File: src/rtl/bankrf_pkg.sv
package bankrf_pkg;

  typedef enum logic [1:0] {
    RD_ZERO = 2'd0,
    RD_RAM  = 2'd1,
    RD_PTR  = 2'd2,
    RD_SFR  = 2'd3
  } rdSel_e;

  // Strobes from address control to the datapath
  typedef struct packed {
    logic   ramWe;
    logic   ptrWe;
    logic   sfrWe;
    rdSel_e rdSel;
  } strobe_t;

endpackage

File: src/rtl/bankrf_ctrl.sv
module bankrf_ctrl
  import bankrf_pkg::*;
#(
  parameter int ADDR_W      = 7,
  parameter int RAM_BASE    = 12,
  parameter int RAM_TOP     = 79,
  parameter int RAM_IDX_W   = 7,
  parameter int SFR_SLOTS   = 12,
  parameter int PTR_OFF     = 4,
  parameter int HOLE_OFF    = 7,
  parameter logic [SFR_SLOTS-1:0] MIRROR_MASK = '0
) (
  input  logic                 bankSel,
  input  logic [ADDR_W-1:0]    addr,
  input  logic                 wrEn,
  input  logic [ADDR_W:0]      ptr,
  output strobe_t              stb,
  output logic [ADDR_W:0]      sfrAddr,
  output logic [RAM_IDX_W-1:0] ramIdx
);

  localparam int SLOT_W = $clog2(SFR_SLOTS);
  localparam logic [ADDR_W-1:0] SFR_END  = ADDR_W'(SFR_SLOTS);
  localparam logic [ADDR_W-1:0] RAM_LO   = ADDR_W'(RAM_BASE);
  localparam logic [ADDR_W-1:0] RAM_HI   = ADDR_W'(RAM_TOP);
  localparam logic [ADDR_W-1:0] PTR_SLOT = ADDR_W'(PTR_OFF);
  localparam logic [ADDR_W-1:0] HOLE     = ADDR_W'(HOLE_OFF);

  logic              isIndir;
  logic [ADDR_W:0]   effAddr;
  logic [ADDR_W-1:0] offset;
  logic [ADDR_W-1:0] ramOff;

  assign isIndir = (addr == '0);
  assign effAddr = isIndir ? ptr : {bankSel, addr};
  assign offset  = effAddr[ADDR_W-1:0];
  assign ramOff  = offset - RAM_LO;
  assign ramIdx  = ramOff[RAM_IDX_W-1:0];

  always_comb begin
    stb       = '0;
    stb.rdSel = RD_ZERO;
    sfrAddr   = effAddr;
    if (offset == '0) begin
      // null pointer: no target
      stb.rdSel = RD_ZERO;
    end else if (offset < SFR_END) begin
      if (MIRROR_MASK[offset[SLOT_W-1:0]]) sfrAddr[ADDR_W] = 1'b0;
      if (offset == HOLE) begin
        stb.rdSel = RD_ZERO;
      end else if (offset == PTR_SLOT) begin
        stb.rdSel = RD_PTR;
        stb.ptrWe = wrEn;
      end else begin
        stb.rdSel = RD_SFR;
        stb.sfrWe = wrEn;
      end
    end else if (offset <= RAM_HI) begin
      stb.rdSel = RD_RAM;
      stb.ramWe = wrEn;
    end
  end

endmodule

File: src/rtl/bankrf_dp.sv
module bankrf_dp
  import bankrf_pkg::*;
#(
  parameter int DATA_W    = 8,
  parameter int RAM_BYTES = 68,
  parameter int RAM_IDX_W = 7
) (
  input  logic                 clk,
  input  logic                 rstN,
  input  strobe_t              stb,
  input  logic [RAM_IDX_W-1:0] ramIdx,
  input  logic [DATA_W-1:0]    wrData,
  input  logic [DATA_W-1:0]    sfrRdData,
  output logic [DATA_W-1:0]    rdData,
  output logic [DATA_W-1:0]    ptr
);

  logic [DATA_W-1:0] mem [RAM_BYTES];

  always_ff @(posedge clk) begin
    if (stb.ramWe) mem[ramIdx] <= wrData;
  end

  always_ff @(posedge clk or negedge rstN) begin
    if (!rstN)          ptr <= '0;
    else if (stb.ptrWe) ptr <= wrData;
  end

  always_comb begin
    unique case (stb.rdSel)
      RD_RAM:  rdData = mem[ramIdx];
      RD_PTR:  rdData = ptr;
      RD_SFR:  rdData = sfrRdData;
      default: rdData = '0;
    endcase
  end

endmodule

File: src/rtl/bankrf_top.sv
module bankrf_top
  import bankrf_pkg::*;
#(
  parameter int DATA_W    = 8,
  parameter int RAM_BASE  = 12,
  parameter int RAM_BYTES = 68,
  parameter int SFR_SLOTS = 12,
  parameter int PTR_OFF   = 4,
  parameter int HOLE_OFF  = 7,
  parameter logic [SFR_SLOTS-1:0] MIRROR_MASK = 12'hC1C
) (
  input  logic              clk,
  input  logic              rstN,
  input  logic              bankSel,
  input  logic [DATA_W-2:0] addr,
  input  logic              wrEn,
  input  logic [DATA_W-1:0] wrData,
  output logic [DATA_W-1:0] rdData,
  output logic [DATA_W-1:0] sfrAddr,
  output logic              sfrWrEn,
  output logic [DATA_W-1:0] sfrWrData,
  input  logic [DATA_W-1:0] sfrRdData,
  output logic [DATA_W-1:0] ptr
);

  localparam int ADDR_W    = DATA_W - 1;
  localparam int RAM_TOP   = RAM_BASE + RAM_BYTES - 1;
  localparam int RAM_IDX_W = $clog2(RAM_BYTES);

  strobe_t              stb;
  logic [RAM_IDX_W-1:0] ramIdx;

  bankrf_ctrl #(
    .ADDR_W(ADDR_W), .RAM_BASE(RAM_BASE), .RAM_TOP(RAM_TOP),
    .RAM_IDX_W(RAM_IDX_W), .SFR_SLOTS(SFR_SLOTS), .PTR_OFF(PTR_OFF),
    .HOLE_OFF(HOLE_OFF), .MIRROR_MASK(MIRROR_MASK)
  ) u_ctrl (
    .bankSel(bankSel), .addr(addr), .wrEn(wrEn), .ptr(ptr),
    .stb(stb), .sfrAddr(sfrAddr), .ramIdx(ramIdx)
  );

  bankrf_dp #(
    .DATA_W(DATA_W), .RAM_BYTES(RAM_BYTES), .RAM_IDX_W(RAM_IDX_W)
  ) u_dp (
    .clk(clk), .rstN(rstN), .stb(stb), .ramIdx(ramIdx), .wrData(wrData),
    .sfrRdData(sfrRdData), .rdData(rdData), .ptr(ptr)
  );

  assign sfrWrEn   = stb.sfrWe;
  assign sfrWrData = wrData;

endmodule

File: config.mk
export PLATFORM = sky130hd
export DESIGN_NAME = bankrf_top
export DESIGN_NICKNAME = d
export VERILOG_FILES = /design/src/rtl/bankrf_pkg.sv /design/src/rtl/bankrf_ctrl.sv /design/src/rtl/bankrf_dp.sv /design/src/rtl/bankrf_top.sv
export SDC_FILE = /design/constraint.sdc
export NUM_CORES = 1
export LEC_CHECK = 0
export ABC_AREA = 1
export BUFFER_PORTS_ARGS = -buffer_cell sky130_fd_sc_hd__clkbuf_2
export CAP_MARGIN = 20
export CORE_MARGIN = 3
export CORE_UTILIZATION = 50
export CTS_BUF_LIST = sky130_fd_sc_hd__clkbuf_8
export CTS_CLUSTER_DIAMETER = 100
export DETAILED_ROUTE_END_ITERATION = 8
export PLACE_DENSITY = 0.77
export SYNTH_ARGS = -nofsm -noshare
export SYNTH_HDL_FRONTEND = slang
export SYNTH_HIERARCHICAL = 1
export SYNTH_SLANG_ARGS = --single-unit
File: constraint.sdc
create_clock -name clk -period 8.7 [get_ports clk]
set_input_delay 1.305 -clock clk [delete_from_list [all_inputs] [get_ports clk]]
set_output_delay 1.305 -clock clk [all_outputs]
set_load 0.01 [all_outputs]
==> results.json, run 1 <==
{
  "status": "finished, final reports clean",
  "yosys_most_used_dff": "edfxtp_1",
  "antenna_left": 0,
  "cpMaxStageDelayCell": "inv_6",
  "hold_path.class": "input pin to asynchronous set/reset pin",
  "power_density_mw_per_mm2": 201.3,
  "dieArea_mm2": 0.05116,
  "synth_top_area_share": 0.6740,
  "endpoint_kind": "primary output",
  "num_vias": 16820,
  "num_antenna_cells": 0,
  "cp_cell_sequence": "clkbuf_2 -> nor2_1 -> nand2_1 -> nor2_4 -> nand2_1 -> nand2_8 -> inv_6 -> buf_4 -> nand2_1 -> nand3_1 -> nand2_1 -> nor2_1 -> nor2_1 -> nor2_1 -> nand2_1 -> nand2_1 -> nand3_1 -> nand2_1 -> nand2_1 -> clkbuf_2",
  "drt-initial-drc-count": 2234,
  "wl_per_cell_um": 19.30,
  "routed_via_density": 5.418,
  "cts_buffer_depth": 3,
  "avgSynthCellArea_um2": 10.23,
  "dieWidth_um": 226.2,
  "worstSkewPairLatency_ns": 0.67,
  "cap_violations": 0,
  "clk_pin_slew_ns": 0.05,
  "post_cts_resized": 0,
  "wl_um": 59940,
  "drive_above_1_share": 0.1024,
  "clock-sinks": 552,
  "r2r_cells": 10,
  "fp.dieH_um": 226.2,
  "fin_crit_sh": 0.7520,
  "cp_num_buf_inv": 4,
  "worstMarginPinSlew_ns": 1.080,
  "hold_viol": 0,
  "cp.arrival_ns": 5.24,
  "required_ns": 7.39,
  "io_buffers": 59,
  "relSlewSlack": 0.2771,
  "ys_seq_area_frac": 0.6822,
  "p_leak_nw": 10.79,
  "rr_endpoint": "u_dp/mem[42][2]$_DFFE_PP_",
  "crit_top_cell": "nand2_1",
  "area_growth_pct": 8.796,
  "yosysMostFrequentCell": "nand2_1",
  "reg2reg_slack_ns": 4.10,
  "fin_skew_ns": 0.02332,
  "grtUsageTotal": 0.2358,
  "gp_congestion": 0.8849,
  "setup_tns_ns": 0,
  "critPathMaxStageDelay_ns": 0.75,
  "yosysTopAreaCell": "edfxtp_1",
  "yosys-top-cells-area": "edfxtp_1 (67%), nand2_1 (15%), nor2_1 (4.2%)",
  "startpoint_type": "input pin",
  "placedCellCount": 2954,
  "final_cells": 3105,
  "dp_hpwl_um": 35640,
  "final_cell_area_mm2": 0.02637,
  "synth-async-reset-ratio": 0.01449,
  "syn_inst": 2369,
  "netlist_area_mm2": 0.02424,
  "synthesis.nets": 2397,
  "period_needed_ns": 6.542,
  "cp_top_family": "simple AND/OR/NAND/NOR gates",
  "ir_drop_mv": 0.1528,
  "nNetsFinal": 2457,
  "postCtsSetupBuffers": 0,
  "grt_max_degree": 232,
  "cts_buffers": 88,
  "drc": 0,
  "initial_core_util": 0.5066,
  "finalMaxSlewViolations": 0,
  "r2r_start": "u_dp/ptr[1]$_DFFE_PN0P_",
  "cts_root_buf": "clkbuf_8",
  "yosys_warnings": 6,
  "synth_cell_types": 35,
  "grt_pass1_vias": 16120,
  "dr.pass1.iters": 5,
  "holdWs_ns": 0.4988,
  "dpl-instance-area_mm2": 0.02485,
  "total_power_mw": 5.308,
  "fmax_mhz": 152.9,
  "ys_ff_latch": 552,
  "htree_levels": 3,
  "path_class": "input pin to primary output",
  "cts_hold_buffers": 0,
  "finalSetupViolCount": 0,
  "rsz0062_at_grt": "no",
  "grt_overflow": 0,
  "grt_pass1_wl_um": 91770,
  "cts_tree": "done",
  "row_count": 80,
  "antenna_found_initial": 0,
  "synth_common_cells": "nand2_1 (943), edfxtp_1 (544), nor2_1 (272), inv_1 (169), nand3_1 (102)",
  "ioPinCount": 60,
  "path_max_fanout": 114,
  "synth-edff-count": 544,
  "coreArea_mm2": 0.04785
}
flip-flops by register name, summed over array words and instances, names as in the netlist:
register	flops
u_dp/ptr	8
u_dp/mem	544
cells in the final DEF (no fill, tap or decap), types with 2 or more instances in the layout:
cell      Yosys  routed
edfxtp_1    544     544
clkbuf_8      0      90
o211ai_1     13      13
nor3_1        6       6
nor2_1      272     272
inv_1       169     196
clkbuf_2      1      57
o21ai_1      19      19
dfrtp_1       8       8
nand2_4       6       6
nand3_1     102     102
o21ai_0      63      63
or2_0         9       9
inv_6         0       4
nand2_2       7       6
nand4_1       3       3
o22ai_1       8       8
inv_2         3       3
clkinv_1      2      27
xor2_1        2       2
clkinv_2      1       4
nor2_2        6       6
or2_1        10      10
nor2_8        2       2
nor2_4        2       2
buf_2        51       2
buf_4        22      22
nand2_1     943     943
or2_2        44      44
a21oi_1       8       8
stage by stage:
stage,setup slack [ns],util
CTS,2.176,0.5512
global placement,2.227,0.5193
floorplan,4.050,-
detailed placement,2.185,0.5193
global route,1.841,0.5512
finish,2.158,0.5512
per-layer routing:
layer  vias up  track usage  wire length, um
met2       850       0.3630            27620
li1       7828            -                -
met4         0      0.09574             2192
met1      7995       0.3321            24360
met5         -            0                0
met3       149      0.04732             5764
worst register-to-register path, stage by stage, from the launching register on:
cell and delay (ns):
dfrtp_1 0.43, nand2_1 0.11, nand2_2 0.35, buf_4 0.48, nand2_1 0.19, nor2_1 0.07, nor2_1 0.10, nor2_1 0.06
nor2_1 0.64, nand3_1 0.71, nor2_1 1.07
power by group:
| group | total (mW) | internal (mW) | switching (mW) |
|---|---|---|---|
| Clock | 1.95 | 0.986 | 0.964 |
| Combinational | 0.419 | 0.101 | 0.318 |
| Sequential | 2.94 | 2.93 | 0.00652 |
logic make-up after synthesis:
logic type                 after synthesis  synth area share
and+or+nand+nor                       1413            0.2366
xor gates and xnor gates                 2         0.0007228
buffers and inverters                  289           0.05482
muxes                                    1         0.0004130
adders and majority gates                1         0.0005161
DFF                                    552            0.6822
AOI/OAI and AO/OA                      111           0.02467
how the worst max path moves through the flow:
| stage | from | slack (ns) | cells past startpoint | end |
|---|---|---|---|---|
| 4_1_cts | addr[3] | 2.18 | 20 | rdData[5] |
| 5_1_grt | addr[3] | 1.84 | 20 | rdData[7] |
| 3_3_place_gp | addr[0] | 2.23 | 20 | rdData[0] |
| 2_1_floorplan | addr[5] | 4.05 | 18 | rdData[6] |
| 3_5_place_dp | addr[3] | 2.19 | 20 | rdData[5] |
| 6_report | addr[3] | 2.16 | 20 | rdData[5] |
layout make-up:
cell class,instances,area (um2)
inverter,177,673.1
clock buffer,90,1239
timing repair buffer,82,480.5
tap,615,769.5
multi-input combinational,1528,6387
clock inverter,61,285.3
fill,4030,21480
sequential,552,16540
Note: power is estimated with default switching activity, not from simulation.
==> inputs of run 2 (changes only) <==
Clock period 8.7 ns to 6.2 ns, I/O delays scaled along.
==> run 2 against run 1 <==
Worst setup slack got worse by 1.4 ns. Cell count about the same. Count of clock-buffer cells in the layout decreased by 4. Largest cell class unchanged. Critical path type unchanged. Highest routed layer unchanged. Global-route usage is 0.23 points higher. Critical path depth did not move. Utilization about the same. Die area did not move. Total power increased by 39%.
==> results.json, run 2 (synthesis results as in run 1) <==
{
  "placedCellCount": 2960,
  "regArea_mm2": 0.01654,
  "ioPinCount": 60,
  "dp_hpwl_um": 36450,
  "dieArea_mm2": 0.05116,
  "r2r_cells": 7,
  "antenna_left": 0,
  "num_vias": 16930,
  "finalSetupViolCount": 0,
  "dieWidth_um": 226.2,
  "holdWs_ns": 0.1404,
  "fmax_mhz": 185.0,
  "dr.pass1.iters": 8,
  "clock-sinks": 552,
  "path_class": "input pin to primary output",
  "drive_above_1_share": 0.1049,
  "dpl-instance-area_mm2": 0.02492,
  "clk_pin_slew_ns": 0.06,
  "cts_tree": "done",
  "cts_buffers": 83,
  "setup_tns_ns": 0,
  "top_regs": "u_dp/mem (544), u_dp/ptr (8)",
  "multi_input_area_mm2": 0.006387,
  "path_max_fanout": 36,
  "fin_skew_ns": 0.02588,
  "io_buffers": 59,
  "grt_pass1_vias": 16560,
  "worstMarginPinSlew_ns": 1.053,
  "initial_core_util": 0.5066,
  "layout_commonest_cell": "nand2_1",
  "cap_violations": 0,
  "gp_congestion": 0.9050,
  "relSlewSlack": 0.2923,
  "p_leak_nw": 10.78,
  "worstSkewPairLatency_ns": 0.65,
  "antenna_found_initial": 1,
  "postCtsSetupBuffers": 0,
  "fin_crit_sh": 0.8718,
  "drc": 0,
  "area_growth_pct": 8.812,
  "power.share.clock": 0.360,
  "final_core_util": 0.5512,
  "period_needed_ns": 5.405,
  "startpoint_type": "input pin",
  "grt_pass1_wl_um": 92670,
  "hold_path.class": "input pin to asynchronous set/reset pin",
  "coreArea_mm2": 0.04785,
  "nNetsFinal": 2458,
  "hold_viol": 0,
  "required_ns": 5.27,
  "fp.dieH_um": 226.2,
  "largest_reg_flops": 544,
  "switching_share": 0.2433,
  "cts_hold_buffers": 0,
  "grt_max_degree": 147,
  "cp.arrival_ns": 4.48,
  "routed_via_density": 5.453,
  "cts_root_buf": "clkbuf_8",
  "fin_ws_ns": 0.7949,
  "p_sw_mw": 1.795,
  "row_count": 80,
  "endpoint_kind": "primary output",
  "cts_buffer_depth": 3,
  "p_comb_frac": 0.081,
  "post_cts_resized": 0,
  "drt-initial-drc-count": 1862,
  "final_cell_area_mm2": 0.02637,
  "total_power_mw": 7.381,
  "dp_slack_ns": 0.8915,
  "nFillCells": 4032,
  "rsz0062_at_grt": "no",
  "htree_levels": 3,
  "grt_overflow": 0,
  "seq_power_share": 0.559,
  "p_int_mw": 5.585,
  "status": "finished, final reports clean",
  "finalMaxSlewViolations": 0,
  "ir_drop_mv": 0.2856,
  "largest_register": "u_dp/mem",
  "wl_per_cell_um": 19.44,
  "final_cell_mix": "nand2_1 (943), edfxtp_1 (544), nor2_1 (272), inv_1 (192), nand3_1 (102)",
  "num_antenna_cells": 0,
  "wl_um": 60330,
  "grtUsageTotal": 0.2381,
  "power_density_mw_per_mm2": 279.8,
  "final_cells": 3104
}
run 2: changes by cell type in the layout (fill, tap and decap cells not counted), sizes merged:
cell,delta
buf,+6
inv,-6
clkinv,+2
clkinvlp,+1
clkbuf,-4
run 2: critical path, stage by stage:
cell and delay [ns]:
clkbuf_2 0.11, nor2_1 0.05, nand2_1 0.14, nor2_4 0.11, nand2_4 0.08, nand2_4 0.08
inv_2 0.61, inv_2 0.54, nor2_8 0.58, nand3_1 0.16, nand2_1 0.12, nor2_1 0.05
nor2_1 0.12, nor2_1 0.10, nand2_1 0.14, nand2_1 0.07, nand3_1 0.11, nand2_1 0.09
nand2_1 0.10, clkbuf_2 0.13
run 2: final cells by class:
cell class	instances	area share
tap	615	0.02918
clock buffer	86	0.04488
inverter	177	0.02552
clock inverter	58	0.01039
sequential	552	0.6270
multi-input combinational	1528	0.2422
timing repair buffer	88	0.02087
run 2: final timing paths:
path / startpoint / end / slack [ns]
min in group clk: u_dp/ptr[7]$_DFFE_PN0P_ / u_dp/ptr[7]$_DFFE_PN0P_ / 0.59
setup reg to reg: u_dp/ptr[2]$_DFFE_PN0P_ / u_dp/mem[36][0]$_DFFE_PP_ / 2.05
hold / removal: rstN / u_dp/ptr[7]$_DFFE_PN0P_ / 0.14
setup / recovery: addr[3] / rdData[7] / 0.79
hold reg to reg: u_dp/ptr[7]$_DFFE_PN0P_ / u_dp/ptr[7]$_DFFE_PN0P_ / 0.59
max in group asynchronous: rstN / u_dp/ptr[3]$_DFFE_PN0P_ / 5.87
run 2: layer usage:
metal,GRT usage,up-vias,part of all wire
met4,0.09411,0,0.032
met1,0.3189,8071,0.40
met5,0,-,0
met2,0.3845,886,0.48
met3,0.04953,155,0.095
li1,-,7813,-
run 2: power by group through the flow:
stage	Combinational [mW]	Clock (mW)	Sequential (mW)
after floorplan	0.347	0	4.20
after global placement	0.580	0	4.20
after detailed placement	0.587	0	4.20
after CTS	0.589	2.71	4.12
after global routing	0.653	2.88	4.12
final	0.598	2.66	4.12
